--- src/rtl/ivec_pkg.sv ---
package ivec_pkg;
  // Strobes from control to datapath
  typedef struct packed {
    logic wrAccept;
    logic wrReject;
    logic take;
  } ivec_strb_t;
endpackage

--- src/rtl/ivec_ctrl.sv ---
module ivec_ctrl
  import ivec_pkg::*;
(
  input  logic       clk,
  input  logic       rstN,
  input  logic       wrEn,
  input  logic       initUnlock,
  input  logic       intEnable,
  input  logic       takeIn,
  output ivec_strb_t strb,
  output logic       loadPulse,
  output logic       errPulse
);
  logic writePermitted;

  // Protection: init lock open and interrupts globally off
  assign writePermitted = initUnlock && !intEnable;

  always_comb begin
    strb          = '0;
    strb.wrAccept = wrEn && writePermitted;
    strb.wrReject = wrEn && !writePermitted;
    strb.take     = takeIn;
  end

  always_ff @(posedge clk or negedge rstN) begin
    if (!rstN) begin
      loadPulse <= 1'b0;
      errPulse  <= 1'b0;
    end else begin
      loadPulse <= strb.take;
      errPulse  <= strb.wrReject;
    end
  end
endmodule

--- src/rtl/ivec_datapath.sv ---
module ivec_datapath
  import ivec_pkg::*;
#(
  parameter int ADDR_W     = 32,
  parameter int PRIO_W     = 8,
  parameter int SLOT_SHIFT = 5
) (
  input  logic              clk,
  input  logic              rstN,
  input  ivec_strb_t        strb,
  input  logic [ADDR_W-1:0] wrData,
  input  logic [PRIO_W-1:0] prio,
  output logic [ADDR_W-1:0] baseQ,
  output logic [ADDR_W-1:0] addrQ,
  output logic              warnQ
);
  localparam int FIELD_LO = SLOT_SHIFT;
  localparam int FIELD_HI = SLOT_SHIFT + PRIO_W - 1;
  localparam logic [ADDR_W-1:0] EVEN_MASK = ~{{(ADDR_W-1){1'b0}}, 1'b1};

  logic [ADDR_W-1:0] prioExt;
  logic [ADDR_W-1:0] slotOffset;
  logic              fieldDirty;

  assign prioExt    = {{(ADDR_W-PRIO_W){1'b0}}, prio};
  assign slotOffset = prioExt << SLOT_SHIFT;
  assign fieldDirty = |wrData[FIELD_HI:FIELD_LO];

  // Base register, bit 0 forced to zero
  always_ff @(posedge clk or negedge rstN) begin
    if (!rstN)              baseQ <= '0;
    else if (strb.wrAccept) baseQ <= wrData & EVEN_MASK;
  end

  // Entry address: OR, not add
  always_ff @(posedge clk or negedge rstN) begin
    if (!rstN)          addrQ <= '0;
    else if (strb.take) addrQ <= baseQ | slotOffset;
  end

  // Sticky misconfiguration warning
  always_ff @(posedge clk or negedge rstN) begin
    if (!rstN)                            warnQ <= 1'b0;
    else if (strb.wrAccept && fieldDirty) warnQ <= 1'b1;
  end
endmodule

--- src/rtl/ivec_entry_unit.sv ---
module ivec_entry_unit
  import ivec_pkg::*;
#(
  parameter int ADDR_W     = 32,
  parameter int PRIO_W     = 8,
  parameter int SLOT_SHIFT = 5
) (
  input  logic              clk,
  input  logic              rstN,
  input  logic              baseWrEn,
  input  logic [ADDR_W-1:0] baseWrData,
  input  logic              initUnlock,
  input  logic              intEnable,
  input  logic              takeStrobe,
  input  logic [PRIO_W-1:0] takePrio,
  output logic              pcLoad,
  output logic [ADDR_W-1:0] pcAddr,
  output logic              wrError,
  output logic              cfgWarn,
  output logic [ADDR_W-1:0] baseRdData
);
  ivec_strb_t strb;

  ivec_ctrl u_ctrl (
    .clk       (clk),
    .rstN      (rstN),
    .wrEn      (baseWrEn),
    .initUnlock(initUnlock),
    .intEnable (intEnable),
    .takeIn    (takeStrobe),
    .strb      (strb),
    .loadPulse (pcLoad),
    .errPulse  (wrError)
  );

  ivec_datapath #(
    .ADDR_W    (ADDR_W),
    .PRIO_W    (PRIO_W),
    .SLOT_SHIFT(SLOT_SHIFT)
  ) u_dp (
    .clk   (clk),
    .rstN  (rstN),
    .strb  (strb),
    .wrData(baseWrData),
    .prio  (takePrio),
    .baseQ (baseRdData),
    .addrQ (pcAddr),
    .warnQ (cfgWarn)
  );
endmodule

--- config.mk ---
export PLATFORM = sky130hd
export DESIGN_NAME = ivec_entry_unit
export DESIGN_NICKNAME = d
export VERILOG_FILES = /design/src/rtl/ivec_pkg.sv /design/src/rtl/ivec_ctrl.sv /design/src/rtl/ivec_datapath.sv /design/src/rtl/ivec_entry_unit.sv
export SDC_FILE = /design/constraint.sdc
export NUM_CORES = 1
export LEC_CHECK = 0
export ABC_AREA = 1
export BUFFER_PORTS_ARGS = -buffer_cell sky130_fd_sc_hd__buf_2
export CORE_MARGIN = 5
export CORE_UTILIZATION = 46
export CTS_CLUSTER_DIAMETER = 40
export DETAILED_ROUTE_END_ITERATION = 16
export PLACE_DENSITY = 0.8
export RECOVER_POWER = 25
export SYNTH_ARGS = -nofsm -noshare
export SYNTH_HDL_FRONTEND = slang
export SYNTH_SLANG_ARGS = --single-unit
--- constraint.sdc ---
create_clock -name clk -period 0.96 [get_ports clk]
set_input_delay 0.144 -clock clk [delete_from_list [all_inputs] [get_ports clk]]
set_output_delay 0.144 -clock clk [all_outputs]
set_load 0.1 [all_outputs]
==> run_results.csv <==
group,metric,value,unit
status,run_status,"complete, but fails checks",
status,failed_checks,"setup timing",
timing,tightest_pin_transition,0.842,ns
timing,final_cycle_utilization_of_the_critical_path,1.24,
synth,syn-instance-count,232,
timing,final_number_of_hold_violating_endpoints,0,
finish,areaGrowthSynthToFinish,103,%
run,number_of_max_capacitance_violations_reported,0,
hold_path,hold_class,"in -> reg",
clocking,cts_made_buffers,9,
floorplanning,die_width,84.3,um
grt,grt_pass1_vias,2795,
synth,ys_top_cells_by_area,"sky130_fd_sc_hd__dfrtp_1 64%, sky130_fd_sc_hd__nand2_1 13%, sky130_fd_sc_hd__mux2_2 10%",
timing,max_freq,840,MHz
routing,drt_drc_violations_left,0,
power_and_ir_drop,design_power_total,13700,uW
synth,ys_ff_latch,65,
floorplanning,std_cell_rows,27,
synth,synth_largest_type_area_fraction,0.641,
clocking,insertion_delay,0.35,ns
power_and_ir_drop,power_per_cell_area,2670,nW/um2
worst_setup_path,cp.buffers_inverters,1,
synth,synth_largest_area_cell,"sky130_fd_sc_hd__dfrtp_1",
routing,route.final.wire_length,12.3,mm
finish,post-route-util,0.946,
worst_setup_path,cp_slowest_cell,"sky130_fd_sc_hd__dfrtp_4",
timing,slew_headroom,0.438,
worst_setup_path,cp_top_family,"flip-flops",
routing,wire_per_inst,25.8,um
worst_setup_path,worst_setup_path_start_kind,"flip-flop",
finish,mostFrequentLayoutCells,"86 x sky130_fd_sc_hd__nand2_1, 65 x sky130_fd_sc_hd__buf_12, 45 x sky130_fd_sc_hd__dfrtp_4, 42 x sky130_fd_sc_hd__buf_2, 25 x sky130_fd_sc_hd__buf_6",
routing,ant_nets,0,
worst_setup_path,critical_path_cell_by_cell,"buf_12",
clocking,clk_path_buf_depth,2,
grt,grt_pass1_wl,16.0,mm
clocking,cts.clk_slew.worst_paths,0.08,ns
grt,globalRoute.totalOverflow,0,
floorplanning,io_pins,113,
clocking,cts_root_buffer,"sky130_fd_sc_hd__clkbuf_8",
floorplanning,floorplan.initialDensity,0.467,
place,portBuffers,109,
worst_setup_path,wp_data_required,0.82,ns
routing,total_vias_in_the_final_route,2707,
clocking,clock_tree_from_tritoncts,"built",
worst_setup_path,slowest_cell_delay_on_critical_path,0.51,ns
finish,drive_gt1_frac,0.688,
synth,post_synth.cell_area_avg,10.9,um2
routing,number_of_drc_violations_after_detailed_routing_iteration_0,283,
timing,clock_skew,0.00955,ns
floorplanning,die_area,7100,um2
clocking,clock-sinks,65,
place,hpwlAfterDp,5.51,mm
routing,routed_via_density,5.65,
place,post_dp_cell_area,4340,um2
grt,pin_count_of_the_biggest_net_entering_global_routing,36,
synth,yosys_warnings,0,
power_and_ir_drop,p_leak,0.00244,uW
place,gpl.final_weighted_congestion,0.750,
timing,setup_violations,98,
finish,postLayoutCellArea,5150,um2
finish,n_fill_cell,137,
finish,antenna_cells_inserted,0,
floorplanning,fp.coreArea,5440,um2
clocking,cts-htree-levels,3,
finish,nets,448,
grt,initial_antenna_violation_count,0,
worst_setup_path,crit_type,"reg -> out",
synth,netlist_area,2540,um2
worst_setup_path,arrival,1.05,ns
power_and_ir_drop,ir_worst_vdd,2.11,mV
routing,dr_pass1_iterations,5,
timing,final_max_slew_viol_count,0,
synth,share_of_the_yosys_chip_area_belonging_to_registers,0.641,
grt,overall_global_routing_resource_usage,0.300,
finish,most_common_cell_after_layout_fill_and_taps_aside,"sky130_fd_sc_hd__nand2_1",
timing,fin_crit,1.19,ns
floorplanning,die_height,84.3,um
timing,unrepaired_setup_endpoints_after_global_routing,"yes",
synth,synthDistinctLibCells,16,
worst_setup_path,endpoint_kind,"primary output",
timing,finalWorstSetupSlack,-0.231,ns
worst_setup_path,cp_max_fo,2,
-- per-layer routing --
metal,global-route usage,share of wire,routed length (um),vias up
li1,-,-,-,1058
met1,0.341,0.33,4020,1326
met2,0.531,0.51,6300,266
met3,0.0883,0.11,1410,57
met4,0.115,0.049,600,0
met5,0,0,0,-
-- synthesized netlist by cell type --
cell type / count
sky130_fd_sc_hd__mux2_2: 23
sky130_fd_sc_hd__o21ai_0: 1
sky130_fd_sc_hd__dfrtp_1: 65
sky130_fd_sc_hd__inv_2: 2
sky130_fd_sc_hd__buf_6: 4
sky130_fd_sc_hd__a21oi_2: 2
sky130_fd_sc_hd__nand2_2: 10
sky130_fd_sc_hd__nor2_1: 20
sky130_fd_sc_hd__nand3_2: 1
sky130_fd_sc_hd__inv_1: 2
sky130_fd_sc_hd__nand2_1: 86
sky130_fd_sc_hd__buf_2: 3
sky130_fd_sc_hd__buf_4: 4
sky130_fd_sc_hd__conb_1: 1
sky130_fd_sc_hd__a21oi_1: 7
sky130_fd_sc_hd__buf_8: 1
-- area by class of cell --
type | count | area, um2 | area share
Inverter | 4 | 15.0 | 0.00292
Multi-Input combinational cell | 152 | 906 | 0.176
Tap cell | 72 | 90.1 | 0.0175
Timing Repair Buffer | 170 | 2100 | 0.408
Clock inverter | 4 | 50.0 | 0.00972
Sequential cell | 65 | 1820 | 0.354
Clock buffer | 12 | 165 | 0.0321
-- metrics by stage --
step | instances | hold slack, ns | TNS [ns] | setup WS, ns
6_report | 479 | 0.00270 | -14.76 | -0.231
5_1_grt | 479 | -0.00285 | -16.74 | -0.257
4_1_cts | 471 | 0.00312 | -12.38 | -0.207
3_5_place_dp | 412 | 0.132 | -0.0842 | -0.0504
3_3_place_gp | 412 | 0.129 | 0 | 0.0186
2_1_floorplan | 233 | -0.152 | -1.55 | -0.0853
-- power by group --
| group | switching (uW) | total [uW] | internal, uW |
|---|---|---|---|
| clock | 1150 | 2560 | 1410 |
| combinational | 4450 | 7110 | 2660 |
| sequential | 637 | 4080 | 3440 |
-- registers in the layout (all words and copies together) (netlist names) --
signal,flops
u_dp.addrQ,31
u_dp.baseQ,31
u_ctrl.loadPulse,1
u_dp.warnQ,1
u_ctrl.errPulse,1
-- logic make-up (layout without fill, tap and decap cells) --
kind of cell,Yosys count,count (layout),share of synthesized area
simple gates,117,117,0.185
buf+inv,16,190,0.0473
mux,23,23,0.102
other cells,1,2,0.00148
flops,65,65,0.641
compound gates,10,10,0.0227
-- repair_timing --
| item | in CTS | in global routing |
|---|---|---|
| gates cloned | 0 | 0 |
| resized for setup | 23 | 39 |
| pin swaps | 0 | 2 |
| hold endpoints to repair | 77 | 0 |
| hold buffers | 13 | 0 |
| setup endpoints to repair | 65 | 89 |
| setup buffers | 30 | 18 |
-- worst paths after layout --
check                                    start               to  slack (ns)  cells past startpoint
worst max-delay path             u_dp.baseQ[3]    baseRdData[3]       -0.23                      1
worst min-delay path                initUnlock  u_ctrl.errPulse       0.003                      2
worst max register to register   u_dp.baseQ[8]    u_dp.addrQ[8]       -0.08                      4
worst min register to register  u_dp.baseQ[12]   u_dp.baseQ[12]        0.60                      2
max in group asynchronous                 rstN   u_dp.baseQ[30]        0.09                      3
min in group asynchronous                 rstN   u_dp.addrQ[16]        0.41                      3
No activity file was read; power rests on OpenSTA's default activity.
